[src/rtl/pulse_sweep_pkg.sv]
package pulse_sweep_pkg;
  typedef enum logic [1:0] {
    SEL_CTRL = 2'd0,
    SEL_PLO  = 2'd1,
    SEL_PHI  = 2'd2,
    SEL_NONE = 2'd3
  } wr_sel_e;

  typedef struct packed {
    logic       en;
    logic [2:0] div_per;
    logic       neg;
    logic [2:0] shift;
  } sweep_ctrl_t;
endpackage

[src/rtl/sweep_target.sv]
module sweep_target #(
  parameter int CH_ID    = 0,
  parameter int PERIOD_W = 11,
  parameter int SHIFT_W  = 3
) (
  input  logic [PERIOD_W-1:0] period_i,
  input  logic                neg_i,
  input  logic [SHIFT_W-1:0]  shift_i,
  output logic [PERIOD_W:0]   target_o,
  output logic                ovf_o
);
  logic [PERIOD_W-1:0] delta;
  logic [PERIOD_W:0]   sum_up, sum_dn;

  assign delta  = period_i >> shift_i;
  assign sum_up = {1'b0, period_i} + {1'b0, delta};

  generate
    if (CH_ID == 0) begin : g_ones
      // extra borrow: period - delta - 1
      assign sum_dn = {1'b0, period_i} - {1'b0, delta} - (PERIOD_W+1)'(1);
    end else begin : g_twos
      assign sum_dn = {1'b0, period_i} - {1'b0, delta};
    end
  endgenerate

  assign target_o = neg_i ? sum_dn : sum_up;
  assign ovf_o    = !neg_i && sum_up[PERIOD_W];
endmodule

[src/rtl/sweep_divider.sv]
module sweep_divider #(
  parameter int DIV_W = 3
) (
  input  logic             clk_i,
  input  logic             rst_ni,
  input  logic             ctrl_wr_i,
  input  logic             half_frame_i,
  input  logic [DIV_W-1:0] reload_val_i,
  output logic             tick_o
);
  logic [DIV_W-1:0] cnt_q;
  logic             reload_q;

  assign tick_o = half_frame_i && (cnt_q == '0);

  always_ff @(posedge clk_i or negedge rst_ni) begin
    if (!rst_ni) begin
      cnt_q    <= '0;
      reload_q <= 1'b0;
    end else begin
      if (half_frame_i) begin
        if (cnt_q == '0 || reload_q) cnt_q <= reload_val_i;
        else                         cnt_q <= cnt_q - 1'b1;
      end
      if (ctrl_wr_i)         reload_q <= 1'b1;
      else if (half_frame_i) reload_q <= 1'b0;
    end
  end

  p_reload_clear_r8: assert property (@(posedge clk_i) disable iff (!rst_ni)
    half_frame_i && !ctrl_wr_i |=> !reload_q);
  p_reload_set_r8: assert property (@(posedge clk_i) disable iff (!rst_ni)
    ctrl_wr_i |=> reload_q);
  p_count_down_r8: assert property (@(posedge clk_i) disable iff (!rst_ni)
    half_frame_i && cnt_q != '0 && !reload_q |=> cnt_q == $past(cnt_q) - 1'b1);
endmodule

[src/rtl/pulse_sweep.sv]
module pulse_sweep
  import pulse_sweep_pkg::*;
#(
  parameter int CH_ID    = 0,
  parameter int PERIOD_W = 11,
  parameter int MUTE_MIN = 8,
  parameter int DIV_W    = 3,
  parameter int SHIFT_W  = 3
) (
  input  logic                clk_i,
  input  logic                rst_ni,
  input  logic                wr_en_i,
  input  logic [1:0]          wr_sel_i,
  input  logic [7:0]          wr_data_i,
  input  logic                half_frame_i,
  output logic [PERIOD_W-1:0] period_o,
  output logic                mute_o,
  output logic                phase_rst_o
);
  localparam int HI_W = PERIOD_W - 8;
  localparam logic [PERIOD_W-1:0] MUTE_LIM = PERIOD_W'(MUTE_MIN);

  sweep_ctrl_t         ctrl_q;
  logic [PERIOD_W-1:0] period_q;
  logic                phase_q;
  logic                wr_ctrl, wr_lo, wr_hi;
  logic [PERIOD_W:0]   target;
  logic                ovf, tick, update;
  logic [7-HI_W:0]     unused_hi_bits;

  assign wr_ctrl = wr_en_i && (wr_sel_e'(wr_sel_i) == SEL_CTRL);
  assign wr_lo   = wr_en_i && (wr_sel_e'(wr_sel_i) == SEL_PLO);
  assign wr_hi   = wr_en_i && (wr_sel_e'(wr_sel_i) == SEL_PHI);
  assign unused_hi_bits = wr_data_i[7:HI_W];

  sweep_target #(.CH_ID(CH_ID), .PERIOD_W(PERIOD_W), .SHIFT_W(SHIFT_W)) i_target (
    .period_i (period_q),
    .neg_i    (ctrl_q.neg),
    .shift_i  (ctrl_q.shift),
    .target_o (target),
    .ovf_o    (ovf)
  );

  sweep_divider #(.DIV_W(DIV_W)) i_divider (
    .clk_i        (clk_i),
    .rst_ni       (rst_ni),
    .ctrl_wr_i    (wr_ctrl),
    .half_frame_i (half_frame_i),
    .reload_val_i (DIV_W'(ctrl_q.div_per)),
    .tick_o       (tick)
  );

  // mute is evaluated regardless of the enable bit
  assign mute_o = (period_q < MUTE_LIM) || ovf;
  assign update = tick && ctrl_q.en && (ctrl_q.shift != '0) && !mute_o;

  always_ff @(posedge clk_i or negedge rst_ni) begin
    if (!rst_ni) begin
      ctrl_q   <= '0;
      period_q <= '0;
      phase_q  <= 1'b0;
    end else begin
      phase_q <= wr_hi;
      if (wr_ctrl) ctrl_q <= wr_data_i;
      if (wr_lo)                   period_q[7:0]          <= wr_data_i;
      else if (wr_hi)              period_q[PERIOD_W-1:8] <= wr_data_i[HI_W-1:0];
      else if (update)             period_q               <= target[PERIOD_W-1:0];
    end
  end

  assign period_o    = period_q;
  assign phase_rst_o = phase_q;

  p_phase_pulse_r3: assert property (@(posedge clk_i) disable iff (!rst_ni)
    wr_hi |=> phase_rst_o);
  p_phase_only_hi_r3: assert property (@(posedge clk_i) disable iff (!rst_ni)
    !wr_hi |=> !phase_rst_o);
  p_ovf_mutes_r5: assert property (@(posedge clk_i) disable iff (!rst_ni)
    !ctrl_q.neg && target[PERIOD_W] |-> mute_o);
  p_hold_r9: assert property (@(posedge clk_i) disable iff (!rst_ni)
    !half_frame_i && !wr_en_i |=> $stable(period_o));
  p_muted_hold_r9: assert property (@(posedge clk_i) disable iff (!rst_ni)
    half_frame_i && mute_o && !wr_en_i |=> $stable(period_o));
  p_disabled_hold_r9: assert property (@(posedge clk_i) disable iff (!rst_ni)
    half_frame_i && !ctrl_q.en && !wr_en_i |=> $stable(period_o));
endmodule

[config.mk]
export PLATFORM = sky130hd
export DESIGN_NAME = pulse_sweep
export DESIGN_NICKNAME = d
export VERILOG_FILES = /design/src/rtl/pulse_sweep_pkg.sv /design/src/rtl/sweep_target.sv /design/src/rtl/sweep_divider.sv /design/src/rtl/pulse_sweep.sv
export SDC_FILE = /design/constraint.sdc
export NUM_CORES = 1
export LEC_CHECK = 0
export BUFFER_PORTS_ARGS = -buffer_cell sky130_fd_sc_hd__buf_2
export CORE_MARGIN = 3
export CORE_UTILIZATION = 40
export CTS_CLUSTER_SIZE = 12
export DETAILED_ROUTE_END_ITERATION = 8
export GPL_ROUTABILITY_DRIVEN = 0
export HOLD_SLACK_MARGIN = 0.12
export SETUP_SLACK_MARGIN = 0.3
export SLEW_MARGIN = 15
export SYNTH_ARGS = -nofsm -noshare
export SYNTH_HDL_FRONTEND = slang
export SYNTH_SLANG_ARGS = --single-unit
[constraint.sdc]
create_clock -name clk_i -period 8.59 [get_ports clk_i]
set_input_delay 1.2885 -clock clk_i [delete_from_list [all_inputs] [get_ports clk_i]]
set_output_delay 1.2885 -clock clk_i [all_outputs]
set_load 0.01 [all_outputs]
==> results of run 1 <==
through the flow:
| step | total power, uW | hold WS, ns | instances | cell area [um2] |
|---|---|---|---|---|
| 2_1_floorplan | 889 | 0.481 | 296 | 2450 |
| 3_3_place_gp | 1090 | 0.498 | 382 | 2610 |
| 3_5_place_dp | 1090 | 0.502 | 382 | 2610 |
| 4_1_cts | 1160 | 0.524 | 385 | 2650 |
| 5_1_grt | 1280 | 0.556 | 385 | 2650 |
| 6_report | 1160 | 0.520 | 385 | 2650 |
layout make-up:
cell class | count | area, um2
timing repair buffer | 27 | 138
sequential | 24 | 601
multi-input combinational | 235 | 1690
inverter | 24 | 90.1
clock buffer | 3 | 41.3
fill | 564 | 3060
tap | 72 | 90.1
placed cells by master (no fill, tap or decap), drive strengths merged, types with 2 or more instances in the layout:
cell / synthesis / routed
a22oi: 2 / 2
nor2b: 8 / 8
ha: 25 / 25
xnor2: 8 / 8
inv: 23 / 23
o21a: 2 / 2
buf: 8 / 27
o21ai: 22 / 22
nand3b: 2 / 2
fa: 2 / 2
o211ai: 2 / 2
nand3: 2 / 2
nand2b: 4 / 4
a211oi: 5 / 5
clkbuf: 5 / 3
a21boi: 2 / 2
o22ai: 2 / 2
nor2: 28 / 28
a21oi: 27 / 27
mux2i: 18 / 18
nand2: 19 / 19
dfrtp: 24 / 24
xor2: 3 / 3
a31oi: 7 / 7
o31ai: 3 / 3
nor4: 3 / 3
or2: 3 / 3
nor3: 9 / 9
mux2: 11 / 11
a21o: 4 / 4
critical path, delay by kind of cell (launching register included):
kind / cells / cell delay (ns)
flip-flops: 1 / 0.77
adder cells (fa/ha/maj): 1 / 0.23
AO/OA/AOI/OAI: 3 / 0.47
multiplexers: 2 / 0.63
AND/OR/NAND/NOR: 3 / 0.52
buffers and inverters: 3 / 0.27
Yosys cell counts (2+ instances only):
master / instances
a21boi_0: 2
nand2_1: 19
nor4_1: 3
clkbuf_1: 5
buf_6: 2
nor2_1: 28
ha_1: 25
mux2i_1: 18
buf_2: 3
o21a_1: 2
a21oi_1: 26
fa_1: 2
buf_1: 2
dfrtp_1: 24
or2_2: 2
xor2_1: 3
inv_1: 23
a211oi_1: 5
a31oi_1: 7
xnor2_1: 8
nand3_1: 2
a22oi_1: 2
a21o_1: 4
nor3_1: 7
o21ai_0: 22
nand3b_1: 2
nand2b_1: 4
mux2_2: 11
o211ai_1: 2
nor3_2: 2
o22ai_1: 2
nor2b_1: 7
o31ai_1: 3
worst paths after layout:
| kind | from | to | cells after the start |
|---|---|---|---|
| worst max-delay path | ctrl_q[1] | mute_o | 12 |
| max in group asynchronous | rst_ni | i_divider.cnt_q[1] | 1 |
| worst max register to register | ctrl_q[1] | period_o[3] | 12 |
| min in group asynchronous | rst_ni | phase_rst_o | 1 |
| worst min-delay path | ctrl_q[5] | ctrl_q[5] | 1 |
| worst min register to register | ctrl_q[5] | ctrl_q[5] | 1 |
power groups by stage:
| stage | Sequential, uW | Combinational (uW) | Clock [uW] |
|---|---|---|---|
| 4_1_cts | 239 | 855 | 67.4 |
| 3_5_place_dp | 241 | 849 | 0 |
| 6_report | 238 | 854 | 65.3 |
| 3_3_place_gp | 239 | 850 | 0 |
| 5_1_grt | 248 | 959 | 71.8 |
| 2_1_floorplan | 215 | 674 | 0 |
cells by family (layout without fill, tap and decap cells):
logic type / Yosys count / after routing / share of synthesized area (%)
AOI/OAI and AO/OA: 87 / 87 / 22.3
and+or+nand+nor: 81 / 81 / 16.0
buffers and inverters: 37 / 54 / 6.58
muxes: 29 / 29 / 12.4
adders and majority gates: 27 / 27 / 14.4
DFF: 24 / 24 / 24.5
xor gates and xnor gates: 11 / 11 / 3.93
registers in the layout, summed over array words and instances (netlist names):
register,count
ctrl_q,8
phase_rst_o,1
i_divider.cnt_q,3
period_o,11
i_divider.reload_q,1
metal layers:
| layer | GRT usage [%] | wire, um | share of wire, % | vias to the layer above |
|---|---|---|---|---|
| met3 | 2.75 | 242 | 4.0 | 4 |
| met1 | 24.7 | 3000 | 50 | 1012 |
| met4 | 1.32 | 17 | 0.28 | 0 |
| met2 | 27.3 | 2710 | 45 | 66 |
| met5 | 0 | 0 | 0 | - |
| li1 | - | - | - | 1088 |
==> out/qor.yml, run 1 <==
synthesis:
  ys_seq_area_share_pct: 24.5
  yosysWarnings: 0
  synth_cells: 296
  avgSynthCellArea_um2: 8.29
  synthTopCellsByArea: "dfrtp_1 (24%), ha_1 (13%), mux2i_1 (7.3%), a21oi_1 (5.3%), mux2_2 (5.0%)"
  synth_edf_count: 0
  yosysTopAreaCell: "dfrtp_1"
  synth.distinct_cells: 50
  synth_seq_cells: 24
  synth_nets: 337
  synthesis.area_mm2: 0.00245
  synth_top_area_share_pct: 24.5
  ys_async_sr_fraction_pct: 100
  synthFlopType: "dfrtp_1"
finish:
  fin_nets: 356
  diodes: 0
  syn2layout_area_growth_pct: 8.06
  fin_util_pct: 46.4
  drive_gt1_share_pct: 15.7
timing:
  finClkSkew_ns: 0.00493
  finalSetupTns_ns: 0
  worst_pin_slew_ns: 0.790
  fin_ws_ns: 4.16
  slew_headroom_pct: 47.3
  rsz0062_at_grt: "no"
  finalCritPeriodShare_pct: 51.6
  fmax_ghz: 0.226
  min_period_ns: 4.43
  drv_slew: 0
  finalSetupViolations: 0
  hold_viol: 0
setup_path:
  cp.arrival_ns: 3.14
  path_max_fanout: 19
  worst_setup_path_start_kind: "register"
  path_common_cell: "inv_1"
  cpMaxStageDelayCell: "dfrtp_1"
  setup.worst_path.end_class: "primary output"
  critical_path_class: "reg -> out"
  required_ns: 7.30
  critPathMaxStageDelay_ns: 0.77
  regToRegSetupSlack_ns: 4.99
  crit_chain: "mux2_2 > nor2_1 > a21oi_1 > mux2i_1 > inv_1 > ha_1 > or2_1 > o221ai_1 > a31oi_1 > nor3_2 > inv_1 > buf_2"
global_routing:
  grt_pass1_wl_um: 9910
  first_global_vias: 1964
  gr-total-overflow: 0
  antenna_found_initial: 0
  grt_max_degree: 25
  track_usage_pct: 16.9
placement:
  dp_hpwl_um: 4780
  placement.setup.worst_slack_ns: 4.46
  port_buffers: 26
drt:
  drcViolationCount: 0
  drtIter0Drc: 93
  routedWlPerCell_um: 15.5
  ant_nets: 0
  dr.pass1.iters: 5
  routed_via_density: 5.64
  vias: 2170
  wl_um: 5980
floorplanning:
  dieWidth_um: 84.3
  dieArea_mm2: 0.00711
  die_h_um: 84.3
  rows: 27
  boundaryPins: 27
  core_region_area_mm2: 0.00571
  start_util_pct: 43.0
power:
  seq_power_share_pct: 20.6
  power_density_mw_per_mm2: 437
  peakVddDrop_uv: 185
  internal_power_uw: 555
  p_comb_share_pct: 73.8
  clock_power_share_pct: 5.6
  leakagePower_uw: 0.00127
  p_sw_uw: 603
  swShare_pct: 52.1
cts:
  cts_buffers: 3
  hold_buffers: 0
  cts-root-buf: "clkbuf_8"
  cts.reportedPaths.clkPinSlew_ns: 0.08
  postCtsSetupBuffers: 0
  worstSkewPairLatency_ns: 0.26
  cts_resized: 0
  h-tree-depth: 1
  ctsLongestPathBuffers: 2
  clkSinkCount: 24
  cts_tree: "built"
job:
  max_cap_viol_count: 0
status:
  status: "completed"
worst_hold_path:
  hold_path.class: "reg -> reg"
Note: power is estimated with default switching activity, not from simulation.
==> run 2, diff against run 1 <==
clock period = 3.8 ns   (was 8.59 ns; I/O delays follow)
==> out/qor.yml, run 2 (synthesis results as in run 1) <==
setup_path:
  path_max_fanout: 7
  required_ns: 3.23
  critical_path_class: "reg -> out"
  worst_setup_path_start_kind: "register"
  setup.worst_path.end_class: "primary output"
  cp.arrival_ns: 2.79
global_routing:
  grt_max_degree: 25
  track_usage_pct: 17.0
  first_global_vias: 1963
  gr-total-overflow: 0
  grt_pass1_wl_um: 9960
  antenna_found_initial: 0
floorplanning:
  boundaryPins: 27
  dieWidth_um: 84.3
  rows: 27
  start_util_pct: 43.0
  dieArea_mm2: 0.00711
  core_region_area_mm2: 0.00571
  die_h_um: 84.3
timing:
  finalCritPeriodShare_pct: 88.4
  rsz0062_at_grt: "yes"
  finClkSkew_ns: 0.00893
  fmax_ghz: 0.298
  finalSetupViolations: 0
  slew_headroom_pct: 62.4
  drv_slew: 0
  finalSetupTns_ns: 0
  min_period_ns: 3.36
  worst_pin_slew_ns: 0.563
  hold_viol: 0
  fin_ws_ns: 0.441
drt:
  dr.pass1.iters: 4
  routed_via_density: 5.54
  wl_um: 6380
  wl_met3_um: 252
  routedWlPerCell_um: 16.0
  wl_met1_um: 3220
  route.met2.wl_um: 2900
  drtIter0Drc: 137
  vias: 2203
  top_layer: "met4"
  ant_nets: 0
  drcViolationCount: 0
power:
  power_density_mw_per_mm2: 1000
  leakagePower_uw: 0.00135
  peakVddDrop_uv: 475
placement:
  placement.setup.worst_slack_ns: 0.307
  dp_hpwl_um: 4800
  port_buffers: 26
cts:
  h-tree-depth: 1
  cts-root-buf: "clkbuf_8"
  ctsLongestPathBuffers: 2
  cts.reportedPaths.clkPinSlew_ns: 0.09
  clkSinkCount: 24
  worstSkewPairLatency_ns: 0.27
  cts_buffers: 3
  hold_buffers: 0
  cts_tree: "built"
finish:
  syn2layout_area_growth_pct: 16.0
  fin_nets: 368
  nFillCells: 570
  diodes: 0
  mostFrequentLayoutCells: "nor2_1 (27), buf_2 (26), a21oi_1 (25), inv_1 (22), ha_1 (22)"
  final_common_cell: "nor2_1"
  drive_gt1_share_pct: 23.0
  largest_reg_flops: 11
job:
  max_cap_viol_count: 0
worst_hold_path:
  hold_path.class: "in -> async"
status:
  status: "completed"
## run 2: cell count changes in the layout (fill, tap and decap cells not counted), sizes merged
| cell | delta |
|---|---|
| bufinv | +1 |
| buf | +12 |
## run 2: worst paths after layout
| check | startpoint | to | slack (ns) | cells past startpoint |
|---|---|---|---|---|
| min in group clk_i | ctrl_q[5] | ctrl_q[5] | 0.52 | 1 |
| worst min register to register | ctrl_q[5] | ctrl_q[5] | 0.52 | 1 |
| worst min-delay path | rst_ni | i_divider.cnt_q[0] | 0.28 | 1 |
| worst max-delay path | period_o[5] | mute_o | 0.44 | 12 |
| worst max register to register | period_o[5] | period_o[5] | 0.50 | 13 |
| max in group asynchronous | rst_ni | ctrl_q[1] | 3.12 | 1 |
## run 2: layer usage
metal | vias up | global-route usage (%)
met1 | 1040 | 25.8
li1 | 1116 | -
met5 | - | 0
met2 | 45 | 26.2
met4 | 0 | 1.17
met3 | 2 | 3.14
## run 2: report_power, final
group | internal (uW) | switching (uW)
combinational | 929 | 1170
clock | 141 | 85.6
sequential | 349 | 180
total | 1420 | 1440
## run 2: critical path, stage by stage, from the launching register on
cell,delay [ns]
dfrtp_2,0.48
nor2b_2,0.18
a211oi_1,0.23
a21oi_1,0.10
mux2i_1,0.25
inv_2,0.09
ha_1,0.20
or2_1,0.24
o221ai_2,0.21
a31oi_1,0.13
nor3_2,0.19
inv_1,0.08
buf_2,0.14
## run 2: area by class of cell
cell class / instances / area [um2] / share of cell area (%)
clock buffers: 3 / 41.3 / 1.45
inverters: 24 / 90.1 / 3.16
clock inverters: 1 / 30.0 / 1.05
repair buffers: 39 / 248 / 8.70
multi-input cells: 235 / 1740 / 61.2
flip-flops and latches: 24 / 604 / 21.2
well taps: 72 / 90.1 / 3.16
## run 2: repair_timing
action,4_1_cts,5_1_grt
resized for setup,2,21
buffers inserted,5,4
pin swaps,1,3
setup endpoints to repair,2,6
gates cloned,0,0
## run 2: stage by stage
step / std cells / utilization, % / cell area, um2 / power (uW) / hold WS (ns)
after floorplan: 296 / - / 2450 / 2010 / 0.274
final: 398 / 49.9 / 2850 / 2860 / 0.277
after global placement: 385 / 46.1 / 2630 / 2480 / 0.501
after global routing: 398 / 49.9 / 2850 / 3120 / 0.306
after detailed placement: 385 / 46.1 / 2630 / 2480 / 0.500
after CTS: 394 / 48.3 / 2760 / 2750 / 0.284
==> run 3, diff against run 2 <==
CELL_PAD_IN_SITES_DETAIL_PLACEMENT = 2   (was unset)
CELL_PAD_IN_SITES_GLOBAL_PLACEMENT = 2   (was unset)
CORE_UTILIZATION = 32   (was 40)
PLACE_DENSITY_LB_ADDON = 0.1   (was unset)
==> out/qor.yml, run 3 (synthesis results as in run 1) <==
setup_path:
  crit_chain: "buf_4 > mux2i_1 > o22ai_1 > mux2i_1 > ha_2 > inv_1 > a21oi_2 > a31oi_2 > nor3_2 > inv_1 > buf_2"
  cpMaxStageDelayCell: "dfrtp_2"
  critical_path_class: "reg -> out"
  path_delay_family: "compound AO/OA/AOI/OAI gates"
  regToRegSetupSlack_ns: 0.58
  worstRegToRegCells: 13
  worst_setup_path_start_kind: "register"
  setup.worst_path.end_class: "primary output"
  crit_buf_inv: 4
  required_ns: 3.23
  r2r_start: "ctrl_q[1]"
  path_max_fanout: 8
  rr_endpoint: "period_o[2]"
  critPathMaxStageDelay_ns: 0.48
  cp.arrival_ns: 2.75
cts:
  cts_tree: "built"
  worstSkewPairLatency_ns: 0.27
  cts.reportedPaths.clkPinSlew_ns: 0.09
  cts_buffers: 3
  clkSinkCount: 24
  h-tree-depth: 1
  ctsLongestPathBuffers: 2
  cts-root-buf: "clkbuf_8"
finish:
  largest_reg_flops: 11
  mostFrequentLayoutCells: "nor2_1 (27), buf_2 (26), a21oi_1 (25), inv_1 (22), ha_1 (22)"
  fin_cells: 427
  fin_nets: 371
  fin_util_pct: 39.0
  design_area_mm2: 0.00286
  nFillCells: 853
  diodes: 0
  drive_gt1_share_pct: 24.4
  final_common_cell: "nor2_1"
  syn2layout_area_growth_pct: 16.5
drt:
  drcViolationCount: 0
  wl_um: 8140
  routedWlPerCell_um: 19.1
  vias: 2293
  routed_via_density: 5.37
  ant_nets: 0
  dr.pass1.iters: 4
  drtIter0Drc: 53
floorplanning:
  dieArea_mm2: 0.00875
  start_util_pct: 33.5
  boundaryPins: 27
  die_h_um: 93.6
  core_region_area_mm2: 0.00733
  dieWidth_um: 93.6
  rows: 31
timing:
  worst_pin_slew_ns: 0.867
  min_period_ns: 3.32
  rsz0062_at_grt: "yes"
  slew_headroom_pct: 42.2
  hold_viol: 0
  finalSetupTns_ns: 0
  fmax_ghz: 0.301
  finalSetupViolations: 0
  finClkSkew_ns: 0.00670
  drv_slew: 0
  finalCritPeriodShare_pct: 87.5
placement:
  numPlacedInstances: 417
  dp_hpwl_um: 6470
  port_buffers: 26
  place_area_mm2: 0.00270
worst_hold_path:
  hold_path.class: "in -> async"
global_routing:
  grt_max_degree: 25
  grt_pass1_wl_um: 13000
  grt.met2_usage_pct: 31.9
  global_route.peak_usage_layer: "met2"
  gr-usage-met1_pct: 27.1
  first_global_vias: 2431
  track_usage_pct: 18.9
  gr-total-overflow: 0
  grtUsageMet3_pct: 2.25
  antenna_found_initial: 0
status:
  status: "completed"
job:
  max_cap_viol_count: 0
power:
  peakVddDrop_uv: 322
  leakagePower_uw: 0.00133
  power_density_mw_per_mm2: 1020
[run 3: changes by cell type in the layout (fill, tap and decap cells not counted), sizes merged]
cell,before,now
bufinv,1,0
clkinv,1,0
clkinvlp,0,1
buf,39,42
[run 3: routing by layer]
metal  up-vias  wire length (um)
met5         -                 0
met4         0                30
met3         4                98
met2        16              4020
met1      1158              3990
li1       1115                 -
[run 3: worst max-delay path by stage]
stage | startpoint | to | slack (ns) | cells past startpoint
finish | ctrl_q[1] | mute_o | 0.48 | 11
global route | ctrl_q[1] | mute_o | 0.25 | 14
floorplan | ctrl_q[1] | period_o[2] | 0.83 | 13
detailed placement | ctrl_q[1] | period_o[5] | 0.27 | 12
CTS | ctrl_q[1] | mute_o | 0.35 | 14
global placement | ctrl_q[1] | period_o[2] | 0.37 | 12
[run 3: layout make-up]
class,instances,area [um2],area share [%]
clock buffers,3,41.3,1.44
well taps,99,124,4.33
inverters,24,93.8,3.28
flip-flops and latches,24,604,21.1
repair buffers,42,250,8.76
multi-input cells,235,1740,61.0
[run 3: timing repair]
action | 4_1_cts | 5_1_grt
pin swaps | 1 | 3
hold buffers | 0 | 0
resized for setup | 3 | 18
setup buffers | 4 | 3
cloned | 0 | 0
setup endpoints to repair | 4 | 12
[run 3: per-stage QoR]
step | power (uW) | hold WS (ns) | setup slack [ns]
floorplan | 2010 | 0.274 | 0.825
CTS | 2890 | 0.306 | 0.352
global placement | 2640 | 0.495 | 0.366
finish | 2910 | 0.293 | 0.475
detailed placement | 2700 | 0.507 | 0.271
global route | 3240 | 0.325 | 0.245
[run 3: report_power, final]
group	switching (uW)	internal, uW	total (uW)
Clock	81.7	71.0	153
Sequential	177	349	526
Combinational	1270	958	2230
